File: config.mk
export PLATFORM = sky130hd
export DESIGN_NAME = mem_window_bridge
export DESIGN_NICKNAME = d
export VERILOG_FILES = /design/src/rtl/mwb_pkg.sv /design/src/rtl/mwb_decode.sv /design/src/rtl/mwb_timer.sv /design/src/rtl/mwb_ctrl.sv /design/src/rtl/mem_window_bridge.sv
export SDC_FILE = /design/constraint.sdc
export NUM_CORES = 1
export LEC_CHECK = 0
export ABC_AREA = 0
export BUFFER_PORTS_ARGS = -buffer_cell sky130_fd_sc_hd__buf_2
export CORE_MARGIN = 3
export CORE_UTILIZATION = 40
export CTS_CLUSTER_DIAMETER = 60
export DETAILED_ROUTE_END_ITERATION = 10
export PLACE_DENSITY_LB_ADDON = 0.05
export SYNTH_ARGS = -nofsm -noshare
export SYNTH_HDL_FRONTEND = slang
export SYNTH_SLANG_ARGS = --single-unit
File: constraint.sdc
create_clock -name clk -period 2.2 [get_ports clk]
set_clock_uncertainty 0.05 [all_clocks]
set_input_delay 0.44 -clock clk [delete_from_list [all_inputs] [get_ports clk]]
set_output_delay 0.44 -clock clk [all_outputs]
set_load 0.01 [all_outputs]
File: src/rtl/mwb_pkg.sv
`timescale 1ns/1ps
package mwb_pkg;
  typedef enum logic [1:0] {
    ST_IDLE = 2'd0,
    ST_WAIT = 2'd1,
    ST_DONE = 2'd2
  } mwb_state_e;

  localparam logic [1:0] PERM_RD = 2'b01;
  localparam logic [1:0] PERM_WR = 2'b10;
  localparam logic [1:0] PERM_RW = 2'b11;
endpackage

File: src/rtl/mwb_decode.sv
`timescale 1ns/1ps
module mwb_decode #(
  parameter int               BUS_AW   = 16,
  parameter int               WIN_SIZE = 1024,
  parameter logic [BUS_AW-1:0] WIN_BASE = 16'h0400,
  parameter logic [1:0]       PERM     = 2'b11,
  localparam int              MAW      = $clog2(WIN_SIZE)
) (
  input  logic [BUS_AW-1:0] bus_addr,
  input  logic              bus_rd,
  input  logic              bus_wr,
  output logic              hit,
  output logic              legal,
  output logic              is_rd,
  output logic [MAW-1:0]    off
);
  // aligned power-of-two window: only the bits above the offset are compared
  assign hit   = (bus_addr[BUS_AW-1:MAW] == WIN_BASE[BUS_AW-1:MAW]);
  assign off   = bus_addr[MAW-1:0];
  assign is_rd = bus_rd;

  generate
    if (PERM == 2'b11) begin : g_rw
      assign legal = bus_rd ^ bus_wr;
    end else if (PERM == 2'b01) begin : g_ro
      assign legal = bus_rd & ~bus_wr;
    end else if (PERM == 2'b10) begin : g_wo
      assign legal = bus_wr & ~bus_rd;
    end else begin : g_none
      assign legal = 1'b0;
    end
  endgenerate
endmodule

File: src/rtl/mwb_timer.sv
`timescale 1ns/1ps
module mwb_timer #(
  parameter int  LIMIT = 300,
  localparam int CW    = $clog2(LIMIT + 1)
) (
  input  logic clk,
  input  logic rst,
  input  logic clear,
  input  logic step,
  output logic expired
);
  logic [CW-1:0] cnt;

  assign expired = (cnt == CW'(LIMIT - 1));

  always_ff @(posedge clk) begin
    if (rst || clear) begin
      cnt <= '0;
    end else if (step && !expired) begin
      cnt <= cnt + 1'b1;
    end
  end

  AST_TMO_RANGE: assert property (@(posedge clk) disable iff (rst)
    cnt <= CW'(LIMIT - 1));
endmodule

File: src/rtl/mwb_ctrl.sv
`timescale 1ns/1ps
module mwb_ctrl
  import mwb_pkg::*;
#(
  parameter int MAW    = 10,
  parameter int MEM_DW = 16
) (
  input  logic              clk,
  input  logic              rst,
  input  logic              req,
  input  logic              hit,
  input  logic              legal,
  input  logic              is_rd,
  input  logic [MAW-1:0]    off,
  input  logic [MEM_DW-1:0] wdata,
  input  logic              mem_dv,
  input  logic [MEM_DW-1:0] mem_rdata,
  input  logic              tmo_expired,
  output logic              ready,
  output logic              rsp_valid,
  output logic              rsp_err,
  output logic [MEM_DW-1:0] rsp_data,
  output logic              mem_en,
  output logic              mem_we,
  output logic [MAW-1:0]    mem_addr,
  output logic [MEM_DW-1:0] mem_wdata,
  output logic              tmr_clear,
  output logic              tmr_step
);
  mwb_state_e state;
  logic       rd_q;
  logic       accept;

  assign ready     = (state == ST_IDLE);
  assign rsp_valid = (state == ST_DONE);
  assign accept    = ready && req && hit;
  assign tmr_clear = accept;
  assign tmr_step  = (state == ST_WAIT) && !mem_dv;

  always_ff @(posedge clk) begin
    if (rst) begin
      state     <= ST_IDLE;
      rd_q      <= 1'b0;
      mem_en    <= 1'b0;
      mem_we    <= 1'b0;
      mem_addr  <= '0;
      mem_wdata <= '0;
      rsp_err   <= 1'b0;
      rsp_data  <= '0;
    end else begin
      mem_en <= 1'b0;
      unique case (state)
        ST_IDLE: begin
          if (accept) begin
            if (legal) begin
              state     <= ST_WAIT;
              mem_en    <= 1'b1;
              mem_we    <= !is_rd;
              mem_addr  <= off;
              mem_wdata <= is_rd ? '0 : wdata;
              rd_q      <= is_rd;
            end else begin
              state    <= ST_DONE;
              rsp_err  <= 1'b1;
              rsp_data <= '0;
            end
          end
        end
        ST_WAIT: begin
          if (mem_dv) begin
            state    <= ST_DONE;
            rsp_err  <= 1'b0;
            rsp_data <= rd_q ? mem_rdata : '0;
          end else if (tmo_expired) begin
            state    <= ST_DONE;
            rsp_err  <= 1'b1;
            rsp_data <= '0;
          end
        end
        ST_DONE: begin
          state <= ST_IDLE;
        end
        default: begin
          state <= ST_IDLE;
        end
      endcase
    end
  end

  AST_RSP_PULSE: assert property (@(posedge clk) disable iff (rst)
    rsp_valid |=> !rsp_valid && ready);
  AST_EN_PULSE: assert property (@(posedge clk) disable iff (rst)
    mem_en |=> !mem_en);
  AST_STRAY_DV: assert property (@(posedge clk) disable iff (rst)
    ready && mem_dv && !req |=> !rsp_valid);
  AST_WRITE_NODATA: assert property (@(posedge clk) disable iff (rst)
    rsp_valid && !rsp_err && !rd_q |-> rsp_data == '0);
  AST_ERR_NODATA: assert property (@(posedge clk) disable iff (rst)
    rsp_valid && rsp_err |-> rsp_data == '0);
endmodule

File: src/rtl/mem_window_bridge.sv
`timescale 1ns/1ps
module mem_window_bridge
  import mwb_pkg::*;
#(
  parameter int               BUS_AW   = 16,
  parameter int               BUS_DW   = 32,
  parameter int               MEM_DW   = 16,
  parameter int               WIN_SIZE = 1024,
  parameter logic [BUS_AW-1:0] WIN_BASE = 16'h0400,
  parameter logic [1:0]       PERM     = PERM_RW,
  parameter int               TIMEOUT  = 300,
  localparam int              MAW      = $clog2(WIN_SIZE)
) (
  input  logic              clk,
  input  logic              rst,
  input  logic [BUS_AW-1:0] bus_addr,
  input  logic              bus_rd,
  input  logic              bus_wr,
  input  logic [BUS_DW-1:0] bus_wdata,
  output logic              bus_ready,
  output logic              rsp_valid,
  output logic              rsp_err,
  output logic [BUS_DW-1:0] rsp_rdata,
  output logic              mem_en,
  output logic              mem_we,
  output logic [MAW-1:0]    mem_addr,
  output logic [MEM_DW-1:0] mem_wdata,
  input  logic              mem_dv,
  input  logic [MEM_DW-1:0] mem_rdata
);
  logic              win_hit;
  logic              win_legal;
  logic              win_is_rd;
  logic [MAW-1:0]    win_off;
  logic [MEM_DW-1:0] wdata_fit;
  logic [MEM_DW-1:0] rsp_data_m;
  logic              tmr_clear;
  logic              tmr_step;
  logic              tmr_expired;
  logic              bus_req;

  assign bus_req = bus_rd | bus_wr;

  // fit bus write data to the memory width
  generate
    if (MEM_DW < BUS_DW) begin : g_wd_trunc
      logic unused_wd_hi;
      assign unused_wd_hi = ^bus_wdata[BUS_DW-1:MEM_DW];
      assign wdata_fit    = bus_wdata[MEM_DW-1:0];
    end else if (MEM_DW == BUS_DW) begin : g_wd_same
      assign wdata_fit = bus_wdata;
    end else begin : g_wd_ext
      assign wdata_fit = {{(MEM_DW-BUS_DW){1'b0}}, bus_wdata};
    end
  endgenerate

  // zero-extend returned data to the bus width
  generate
    if (BUS_DW > MEM_DW) begin : g_rd_ext
      assign rsp_rdata = {{(BUS_DW-MEM_DW){1'b0}}, rsp_data_m};
    end else if (BUS_DW == MEM_DW) begin : g_rd_same
      assign rsp_rdata = rsp_data_m;
    end else begin : g_rd_trunc
      logic unused_rd_hi;
      assign unused_rd_hi = ^rsp_data_m[MEM_DW-1:BUS_DW];
      assign rsp_rdata    = rsp_data_m[BUS_DW-1:0];
    end
  endgenerate

  mwb_decode #(
    .BUS_AW  (BUS_AW),
    .WIN_SIZE(WIN_SIZE),
    .WIN_BASE(WIN_BASE),
    .PERM    (PERM)
  ) u_decode (
    .bus_addr(bus_addr),
    .bus_rd  (bus_rd),
    .bus_wr  (bus_wr),
    .hit     (win_hit),
    .legal   (win_legal),
    .is_rd   (win_is_rd),
    .off     (win_off)
  );

  mwb_timer #(
    .LIMIT(TIMEOUT)
  ) u_timer (
    .clk    (clk),
    .rst    (rst),
    .clear  (tmr_clear),
    .step   (tmr_step),
    .expired(tmr_expired)
  );

  mwb_ctrl #(
    .MAW   (MAW),
    .MEM_DW(MEM_DW)
  ) u_ctrl (
    .clk        (clk),
    .rst        (rst),
    .req        (bus_req),
    .hit        (win_hit),
    .legal      (win_legal),
    .is_rd      (win_is_rd),
    .off        (win_off),
    .wdata      (wdata_fit),
    .mem_dv     (mem_dv),
    .mem_rdata  (mem_rdata),
    .tmo_expired(tmr_expired),
    .ready      (bus_ready),
    .rsp_valid  (rsp_valid),
    .rsp_err    (rsp_err),
    .rsp_data   (rsp_data_m),
    .mem_en     (mem_en),
    .mem_we     (mem_we),
    .mem_addr   (mem_addr),
    .mem_wdata  (mem_wdata),
    .tmr_clear  (tmr_clear),
    .tmr_step   (tmr_step)
  );

  AST_MISS_SILENT: assert property (@(posedge clk) disable iff (rst)
    bus_ready && bus_req && !win_hit |=> !mem_en && !rsp_valid && bus_ready);
  AST_FORBID_REFUSE: assert property (@(posedge clk) disable iff (rst)
    bus_ready && bus_req && win_hit && !win_legal |=> rsp_valid && rsp_err && !mem_en);
  AST_LEGAL_FORWARD: assert property (@(posedge clk) disable iff (rst)
    bus_ready && win_hit && win_legal |=> mem_en && !bus_ready);
  AST_BUSY_WHILE_EN: assert property (@(posedge clk) disable iff (rst)
    mem_en |-> !bus_ready);
endmodule

==> summary.txt <==
Clocking
  • CTS tree: done
  • Resized cells post-CTS: 0
  • Clock latency on the worst-skew pair: 330 ps
  • # clock sinks: 57
  • Cts hold-fix bufs: 0
  • Post-CTS setup buffer count: 0
  • H-tree levels: 3
  • Clock transition at path regs: 70 ps
  • Clock Tree Buf Depth: 2
  • Root Buffer: clkbuf_8
  • Num CTS Buffers: 9

Place
  • Cell Area, Placed: 0.00294 sq mm
  • Gpl congestion: 0.746
  • PortBufs: between 90 and 100
  • Post-DP HPWL: just over 4000 um

Global routing
  • Initial antenna violation count: 0
  • GR Overflow Total: 0
  • GRT Total Usage: 17.1%
  • Pin count of the biggest net entering global routing: 27
  • Global-route wire length before repair: about 10000 um
  • Vias in the first global route: 2087

Critical path
  • Peak per-stage delay on the critical path: roughly 460 ps
  • Worst Path Arrival: 1990 ps
  • Critical path launch point type: register
  • Number of buffers and inverters on the critical path: 0
  • Crit path capture type: register
  • Cells along the critical path: ha_1 -> and4bb_2 -> a21oi_4 -> nor3_1 -> o211a_1
  • Worst EP required: 2370 ps
  • Classification of the worst setup path: reg2reg
  • Max stage delay cell, worst path: a21oi_4
  • Family with the most delay on the worst path: compound AO/OA/AOI/OAI gates
  • CP Max Fanout: 18

Cells and area
  • Nets: 453
  • Layout cells sized above 1: 34.2%
  • Fill count: 570
  • Final non-filler cell area: 0.00314 sq mm
  • Layout area overhead: 28.3%
  • # diodes: 0
  • Final core occ: 55.0%

Power
  • Peak VDD IR: around 0.42 mV
  • PD cells: 670 mW/mm^2
  • Leak Pwr: 1.36 nW

STA
  • Pins Over Slew Limit: 0
  • Sum Neg Setup Slack: 0 ps
  • Slew Limit Headroom: 57.6%
  • Final Hold Violating Endpoints: 0
  • Post-layout min period: 1820 ps
  • Tcrit/Tclk final: 82.9%
  • Worst Max-Slew Pin Slew: 633 ps
  • RSZ-0062 raised after global routing: no
  • Final setup violation count: 0
  • Fmax: 0.549 GHz

Synthesis
  • Top cell type's share of synthesized area: 46.6%
  • Syn Area/Cell: slightly below 9 sq um
  • Asr flop ratio synth: 0%
  • Cells after Synth: 283
  • Post-synth EDFFs: 0
  • Synthesized area: between 0.002 and 0.0025 sq mm
  • Sequential area share after synthesis: 46.6%
  • Seq cells post-synth: 57
  • Synth area leaders: dfxtp_1 47%, a21oi_1 9.0%, nand2_1 8.7%
  • Synth Warn #: 0
  • Area leader, netlist: dfxtp_1
  • Ys flop type: dfxtp_1
  • Synth cell types: 34

Detailed routing
  • Drt first pass iters: 4
  • Detailed Route Iter0 Violations: 80
  • Vias per cell: 4.90
  • DRT Wirelength: about 6000 um
  • Post-route antenna net violation count: 0
  • Wire per inst: 13.0 um
  • Routed via count: 2246
  • Drt drc: 0

Min path
  • Hold crit path type: in2reg

Floorplan
  • Starting Density: roughly 43%
  • CORE AREA: 0.00571 sq mm
  • Rows: 27
  • Boundary Pins: 132
  • Die width: 84.2 um
  • Die H: 84.2 um
  • Die area: roughly 0.0071 sq mm

Run status
  • Outcome: finished, final reports clean

Run
  • Max-cap viol count: 0
sequential cells by signal (all words and copies together) (netlist names):
register,cells
u_ctrl.mem_we,1
u_ctrl.rd_q,1
u_ctrl.mem_addr,10
u_ctrl.rsp_data,16
u_ctrl.mem_en,1
u_ctrl.state,2
u_timer.cnt,9
u_ctrl.mem_wdata,16
u_ctrl.rsp_err,1
area by class of cell:
cell class / count / area, sq um / share of cell area, %
flip-flops and latches: 57 / 1140 / 36.3
multi-input cells: 202 / 1140 / 36.3
inverters: 5 / 18.8 / 0.598
repair buffers: 107 / 556 / 17.7
clock inverters: 3 / 40.0 / 1.28
well taps: 72 / 90.1 / 2.87
clock buffers: 12 / 155 / 4.94
tightest hold or removal path, stage by stage:
cell	delay [ps]
buf_2	90
nand2_1	40
a21oi_1	50
placed cells by master, fill, tap and decap left out, types with 2 or more instances in the layout:
cell and n:
nand3_1 19, nand2_1 57, xnor2_1 6, and4bb_2 2, nor3b_2 2, conb_1 16, inv_1 4, o31ai_1 15
nor3_1 4, a21oi_1 44, buf_2 99, nor4_4 2, ha_1 2, dfxtp_1 57, clkbuf_8 11, nand4_1 3
mux2i_1 2, a21oi_4 2, nor2_1 14, clkinv_2 2, buf_4 8
per-stage QoR:
step | setup slack (ps) | hold WS, ps | cells | power (mW)
after floorplan | 63.2 | 381 | 298 | 1.13
after global placement | 134 | 385 | 443 | 1.17
after detailed placement | 108 | 392 | 443 | 1.17
after CTS | 368 | 277 | 458 | 2.13
after global routing | 274 | 281 | 458 | 2.19
final | 377 | 289 | 458 | 2.10
routing by layer:
metal  GRT usage (%)  vias to the layer above  part of all wire, %
li1                -                     1135                    -
met1            19.9                     1012                   41
met2            27.6                       87                   47
met3            8.73                       12                   10
met4            4.82                        0                  1.4
met5               0                        -                    0
Yosys cell counts, types with 2 or more instances:
master	count
dfxtp_1	57
nand2_1	57
a21oi_1	44
nand3_1	19
buf_4	18
o31ai_1	15
nor2_1	14
clkbuf_1	9
xnor2_1	6
buf_2	5
inv_1	4
nor3_1	4
nand4_1	3
a21oi_4	2
and4bb_2	2
buf_6	2
ha_1	2
mux2i_1	2
nor3b_2	2
nor4_4	2
cell families after synthesis:
group	synth area share (%)
AO/OA/AOI/OAI	16.9
adder cells (fa/ha/maj)	1.02
flip-flops	46.6
multiplexers	0.818
buffers and inverters	9.61
XOR/XNOR	2.51
AND/OR/NAND/NOR	22.4
other	0.153
worst paths after layout:
check                                     from                                end  slack (ps)  cells past startpoint
max                u_timer.cnt[0]$_SDFFE_PP0P_        u_ctrl.rsp_err$_SDFFE_PP0P_         380                      5
min                               mem_rdata[4]    u_ctrl.rsp_data[4]$_SDFFE_PP0P_         290                      3
max reg2reg        u_timer.cnt[0]$_SDFFE_PP0P_        u_ctrl.rsp_err$_SDFFE_PP0P_         380                      5
min reg2reg  u_ctrl.mem_wdata[11]$_SDFFE_PP0P_  u_ctrl.mem_wdata[11]$_SDFFE_PP0P_         400                      2
report_power, final:
| part | total, mW | switching, mW | internal (mW) |
|---|---|---|---|
| clock network | 0.961 | 0.387 | 0.575 |
| logic | 0.107 | 0.0633 | 0.0440 |
| registers | 1.04 | 0.000984 | 1.03 |
| total | 2.10 | 0.451 | 1.65 |
No activity file was read; power rests on OpenSTA's default activity.
